**src/rtl/rail_seq_ctrl.sv**
```systemverilog
`timescale 1ns/1ps
module rail_seq_ctrl #(
  parameter int BG_SETTLE = 4
) (
  input  logic clk,
  input  logic rst_n,
  input  logic en_ch1,
  input  logic en_ch2,
  input  logic sup_above_rise,
  input  logic sup_above_fall,
  input  logic ref_ready,
  input  logic byp_charged,
  input  logic ch1_ramping,
  input  logic ch1_at_tgt,
  input  logic ch2_ramping,
  input  logic ch2_at_tgt,
  output logic shutdown,
  output logic trim_strobe,
  output logic bg_pwr,
  output logic ref_pwr,
  output logic byp_fast,
  output logic ch1_on,
  output logic ch2_on
);
  localparam int CW = $clog2(BG_SETTLE + 1);
  localparam logic [CW-1:0] BG_LAST = CW'(BG_SETTLE - 1);

  typedef enum logic [2:0] {S_OFF, S_WAIT, S_TRIM, S_BG, S_REF, S_CHG, S_RUN} st_t;

  st_t st, nx;
  logic [CW-1:0] bg_cnt;
  logic any_en, ch2_clear;

  assign any_en    = en_ch1 | en_ch2;
  assign ch2_clear = ch2_ramping | ~en_ch1 | ch1_at_tgt;

  always_comb begin
    nx = st;
    if (!any_en) nx = S_OFF;
    else begin
      case (st)
        S_OFF:   nx = S_WAIT;
        S_WAIT:  if (sup_above_rise) nx = S_TRIM;
        default: begin
          if (!sup_above_fall) nx = S_WAIT;
          else begin
            case (st)
              S_TRIM:  nx = S_BG;
              S_BG:    if (bg_cnt == BG_LAST) nx = S_REF;
              S_REF:   if (ref_ready) nx = S_CHG;
              S_CHG:   if (byp_charged) nx = S_RUN;
              default: nx = st;
            endcase
          end
        end
      endcase
    end
  end

  always_ff @(posedge clk or negedge rst_n) begin
    if (!rst_n) begin
      st          <= S_OFF;
      bg_cnt      <= '0;
      shutdown    <= 1'b1;
      trim_strobe <= 1'b0;
      bg_pwr      <= 1'b0;
      ref_pwr     <= 1'b0;
      byp_fast    <= 1'b0;
      ch1_on      <= 1'b0;
      ch2_on      <= 1'b0;
    end else begin
      st          <= nx;
      bg_cnt      <= (st == S_BG && nx == S_BG) ? bg_cnt + 1'b1 : '0;
      shutdown    <= (nx == S_OFF);
      trim_strobe <= (nx == S_TRIM);
      bg_pwr      <= (nx == S_BG) | (nx == S_REF) | (nx == S_CHG) | (nx == S_RUN);
      ref_pwr     <= (nx == S_REF) | (nx == S_CHG) | (nx == S_RUN);
      byp_fast    <= (nx == S_CHG);
      ch1_on      <= (nx == S_RUN) & en_ch1;
      ch2_on      <= (nx == S_RUN) & en_ch2 & ch2_clear;
    end
  end

  logic unused_ok;
  assign unused_ok = ch1_ramping | ch2_at_tgt;

  a_r1_idle_shutdown: assert property (@(posedge clk) disable iff (!rst_n)
    (!en_ch1 && !en_ch2) |=> (shutdown && !bg_pwr && !ch1_on && !ch2_on));

  a_r2_lockout_hold: assert property (@(posedge clk) disable iff (!rst_n)
    (st == S_WAIT && !sup_above_rise) |=> (!trim_strobe && !bg_pwr && !shutdown));

  a_r3_trim_single: assert property (@(posedge clk) disable iff (!rst_n)
    trim_strobe |=> !trim_strobe);

  a_r3_rails_need_ref: assert property (@(posedge clk) disable iff (!rst_n)
    (ch1_on || ch2_on || byp_fast) |-> (bg_pwr && ref_pwr));

  a_r4_ch2_held: assert property (@(posedge clk) disable iff (!rst_n)
    (en_ch1 && en_ch2 && !ch1_at_tgt && !ch2_ramping) |=> !ch2_on);

  a_r8_uv_kill: assert property (@(posedge clk) disable iff (!rst_n)
    (st != S_OFF && st != S_WAIT && !sup_above_fall) |=>
      (!bg_pwr && !ref_pwr && !ch1_on && !ch2_on && !trim_strobe));

  a_r10_one_off: assert property (@(posedge clk) disable iff (!rst_n)
    (st == S_RUN && en_ch2 && !en_ch1 && sup_above_fall) |=> (ref_pwr && !ch1_on));
endmodule

```
**config.mk**
```make
export PLATFORM = sky130hd
export DESIGN_NAME = rail_seq_ctrl
export DESIGN_NICKNAME = d
export VERILOG_FILES = /design/src/rtl/rail_seq_ctrl.sv
export SDC_FILE = /design/constraint.sdc
export NUM_CORES = 1
export LEC_CHECK = 0
export BUFFER_PORTS_ARGS = -buffer_cell sky130_fd_sc_hd__buf_2
export CAP_MARGIN = 20
export CORE_ASPECT_RATIO = 0.75
export CORE_UTILIZATION = 35
export CTS_CLUSTER_DIAMETER = 80
export DETAILED_ROUTE_END_ITERATION = 10
export PLACE_DENSITY = 0.57
export REMOVE_ABC_BUFFERS = 1
export SETUP_SLACK_MARGIN = 0.1
export SYNTH_ARGS = -nofsm -noshare
export SYNTH_HDL_FRONTEND = slang
export SYNTH_SLANG_ARGS = --single-unit
export TNS_END_PERCENT = 20
```
**constraint.sdc**
```tcl
create_clock -name clk -period 4.3 [get_ports clk]
set_clock_uncertainty 0.2 [all_clocks]
set_input_delay 1.29 -clock clk [delete_from_list [all_inputs] [get_ports clk]]
set_output_delay 1.29 -clock clk [all_outputs]
set_load 0.01 [all_outputs]
```
==> key figures <==
Status
  – Run status: complete, no violations

Global routing
  – Antenna violations before repair: 0
  – First-pass GRT wire length: 2130 µm
  – GRT busiest layer: met1
  – Met1 Use GR: 20.6%
  – Grt total ovfl: 0
  – Met2 Resource Use GR: 20.3%
  – Number of global-route vias before repair: 469
  – Total global routing track utilization: 14.8%
  – Met3 Track Usage GR: 6.67%
  – Pin count of the biggest net entering global routing: 14

Floorplan
  – Num rows: 13
  – Die H: between 40 and 50 µm
  – Starting Density: 38.7%
  – Core area: about 0.0018 mm²
  – Num ports: 19
  – Die area: around 0.0022 mm²
  – Chip width: 53.6 µm

Critical path
  – Crit path DAT: 2.70 ns
  – Setup CP Type: in -> reg
  – RR Endpoint: bg_cnt[2]$_DFF_PN0_
  – Worst setup EP type: flip-flop
  – FF-to-FF setup slack: 1.59 ns
  – Worst Setup EP: bg_cnt[2]$_DFF_PN0_
  – Worst Path Required: around 4.3 ns
  – Startpoint types: input port
  – FF-to-FF Start: st[2]$_DFF_PN0_
  – Crit path max fanout: 4
  – Reg2Reg Depth: 7
  – Launch point of the worst path: byp_charged

Timing
  – Max_slew headroom: 72.4%
  – Worst slew pin tran: 0.413 ns
  – Endpoints failing hold: 0
  – Final setup vio count: 0
  – FMAX: 0.368 GHz
  – Final worst path period share: a little over three fifths
  – Final min period: 2.72 ns
  – Setup TNS: 0 ns
  – RSZ-0062 raised after global routing: no
  – Setup slack after layout: approximately 1.6 ns
  – Slew Limit Fails: 0

CTS
  – Post-CTS sizing: 0
  – Max clock buf depth: 2
  – Post-cts hold buffer count: 0
  – CTS Root Cell: clkbuf_4
  – Worst skew pair latency: 0.27 ns
  – CTS H-tree lvls: 1
  – Clock-pin slew on the worst setup and hold paths: roughly 0.08 ns
  – Clock sink count: 13
  – TritonCTS clock tree: built
  – Post-CTS Setup Inserts: 0
  – CTS buffer count: 3

Route
  – First DRT Iteration DRCs: 11
  – Total wire length: 1390 µm
  – # DRC: 0
  – Avg WL per Cell: 12.8 µm
  – Routed vias/inst: 5.35
  – Antenna-violating nets left: 0
  – Vias: 578
  – Pre-Repair DR Iteration Count: 4

Placement
  – DP Area: 802 µm²
  – GP Congestion: 0.827
  – Detailed placement HPWL: 1080 µm
  – Cell total after placement: 104
  – Buffers on Ports: 16
  – Place WS: 1.30 ns

Yosys
  – Syn avg cell area: between 10 and 15 µm²
  – Yosys warns: 0
  – Largest area contributor in the netlist: dfrtp_1
  – Count of cell types in the netlist: 35
  – Share of synthesized area occupied by flip-flops and latches: 46.7%
  – Share of the synthesized area in the top cell type: 42.9%
  – Seq cells post-synth: 13
  – Mapped Cells: 67
  – Ranking of synthesized cells by area: dfrtp_1 43%, ha_1 7.2%, dfstp_2 3.8%, nor3_1 3.6%, inv_1 3.2%
  – Synth Cell Area: approximately 700 µm²

Power and ir drop
  – Cell Pwr Density: 393 mW/mm²
  – P_int: 0.217 mW
  – Sw Share: 33.4%
  – Combinational share of power: between 30% and 40%
  – Flop pwr share: 46.4%
  – Leak pwr: 0.404 nW
  – Worst vdd ir: between 0.2 and 0.25 mV
  – Clk pwr share: a little under a quarter
  – P_sw: 0.109 mW

Final layout
  – Non-filler cells, final: 108
  – # diodes: 0
  – Layout cells sized above 1: 30.2%
  – Layout area overhead: 18.4%
  – Filler Cell Count: 173
  – Design Area, Final: ~830 µm²
  – Nets: about 100
  – Core Util, Final: 45.9%

Min path
  – Hold Path Cell Cnt: 1
  – Worst hold path class: reg -> reg

Job
  – Max-Cap Viols: 0
## metal layers
metal  vias to the layer above  share of wire, %
met3                         2               4.7
met1                       282                52
met2                        10                43
met4                         0              0.43
li1                        284                 -
met5                         -                 0
## Yosys cell counts
cell type	n
nor4b_2	1
dfrtp_1	12
o21ai_1	1
and2b_2	2
a31oi_1	1
and4bb_1	1
nor2b_1	1
nand3b_1	1
nand2_1	3
a21oi_1	1
a21o_1	1
nand3_1	1
nor4_1	3
a32o_1	1
and3_1	1
o31ai_1	1
or3_1	1
or2b_1	1
or3_4	1
inv_1	6
o21ai_0	1
nor2_1	4
xnor2_1	1
or3b_1	1
or2_1	1
dfstp_2	1
buf_2	1
nand2b_1	1
nor3_1	5
a32oi_1	1
o22ai_1	1
a211oi_1	2
a21o_2	1
ha_1	4
a311oi_2	1
## sequential cells by signal, summed over array words and instances, names as in the netlist
signal	count
st	3
ch1_on	1
ch2_on	1
bg_pwr	1
byp_fast	1
shutdown	1
trim_strobe	1
bg_cnt	3
ref_pwr	1
## through the flow
step | hold slack (ns) | power (mW)
floorplan | 0.216 | 0.221
global route | 0.284 | 0.348
global placement | 0.235 | 0.251
finish | 0.248 | 0.325
detailed placement | 0.244 | 0.251
CTS | 0.255 | 0.328
## power groups by stage
| stage | combinational [mW] | clock, mW | sequential (mW) |
|---|---|---|---|
| 2_1_floorplan | 0.0665 | 0 | 0.155 |
| 3_3_place_gp | 0.0970 | 0 | 0.154 |
| 3_5_place_dp | 0.0979 | 0 | 0.154 |
| 4_1_cts | 0.0987 | 0.0780 | 0.151 |
| 5_1_grt | 0.111 | 0.0826 | 0.154 |
| 6_report | 0.0992 | 0.0750 | 0.151 |
## worst min-delay path by stage
| stage | startpoint | endpoint | slack (ns) |
|---|---|---|---|
| CTS | bg_cnt[0]$_DFF_PN0_ | bg_cnt[0]$_DFF_PN0_ | 0.25 |
| finish | bg_cnt[0]$_DFF_PN0_ | bg_cnt[0]$_DFF_PN0_ | 0.25 |
| detailed placement | bg_cnt[0]$_DFF_PN0_ | bg_cnt[0]$_DFF_PN0_ | 0.24 |
| floorplan | bg_cnt[0]$_DFF_PN0_ | bg_cnt[0]$_DFF_PN0_ | 0.22 |
| global route | bg_cnt[0]$_DFF_PN0_ | bg_cnt[0]$_DFF_PN0_ | 0.28 |
| global placement | bg_cnt[0]$_DFF_PN0_ | bg_cnt[0]$_DFF_PN0_ | 0.23 |
## layout by cell type, fill, tap and decap left out, types with 2 or more instances in the layout
| cell | count |
|---|---|
| and2b_2 | 2 |
| nand2_1 | 3 |
| a211oi_1 | 2 |
| inv_1 | 6 |
| buf_2 | 16 |
| clkbuf_4 | 3 |
| ha_1 | 4 |
| nor2_1 | 4 |
| nor4_1 | 3 |
| nor3_1 | 5 |
| dfrtp_1 | 12 |
## logic make-up after synthesis
kind of cell | count (synthesis) | synth area share (%)
and+or+nand+nor | 29 | 26.7
DFF | 13 | 46.7
AOI/OAI and AO/OA | 13 | 14.3
xor gates and xnor gates | 1 | 1.25
buffers and inverters | 7 | 3.93
adders and majority gates | 4 | 7.16
## worst max-delay path, cell delays in order
cell	delay, ns
buf_2	0.11
and4bb_1	0.26
a211oi_1	0.06
a32o_1	0.32
or3_4	0.43
nor4_1	0.24
## cell type report
class	instances	area [µm²]	area share [%]
Tap cell	22	27.5	3.32
Sequential cell	13	327	39.4
Timing Repair Buffer	16	80.1	9.67
Inverter	6	22.5	2.72
Multi-Input combinational cell	47	345	41.7
Clock buffer	4	26.3	3.17
No activity file was read; power rests on OpenSTA's default activity.
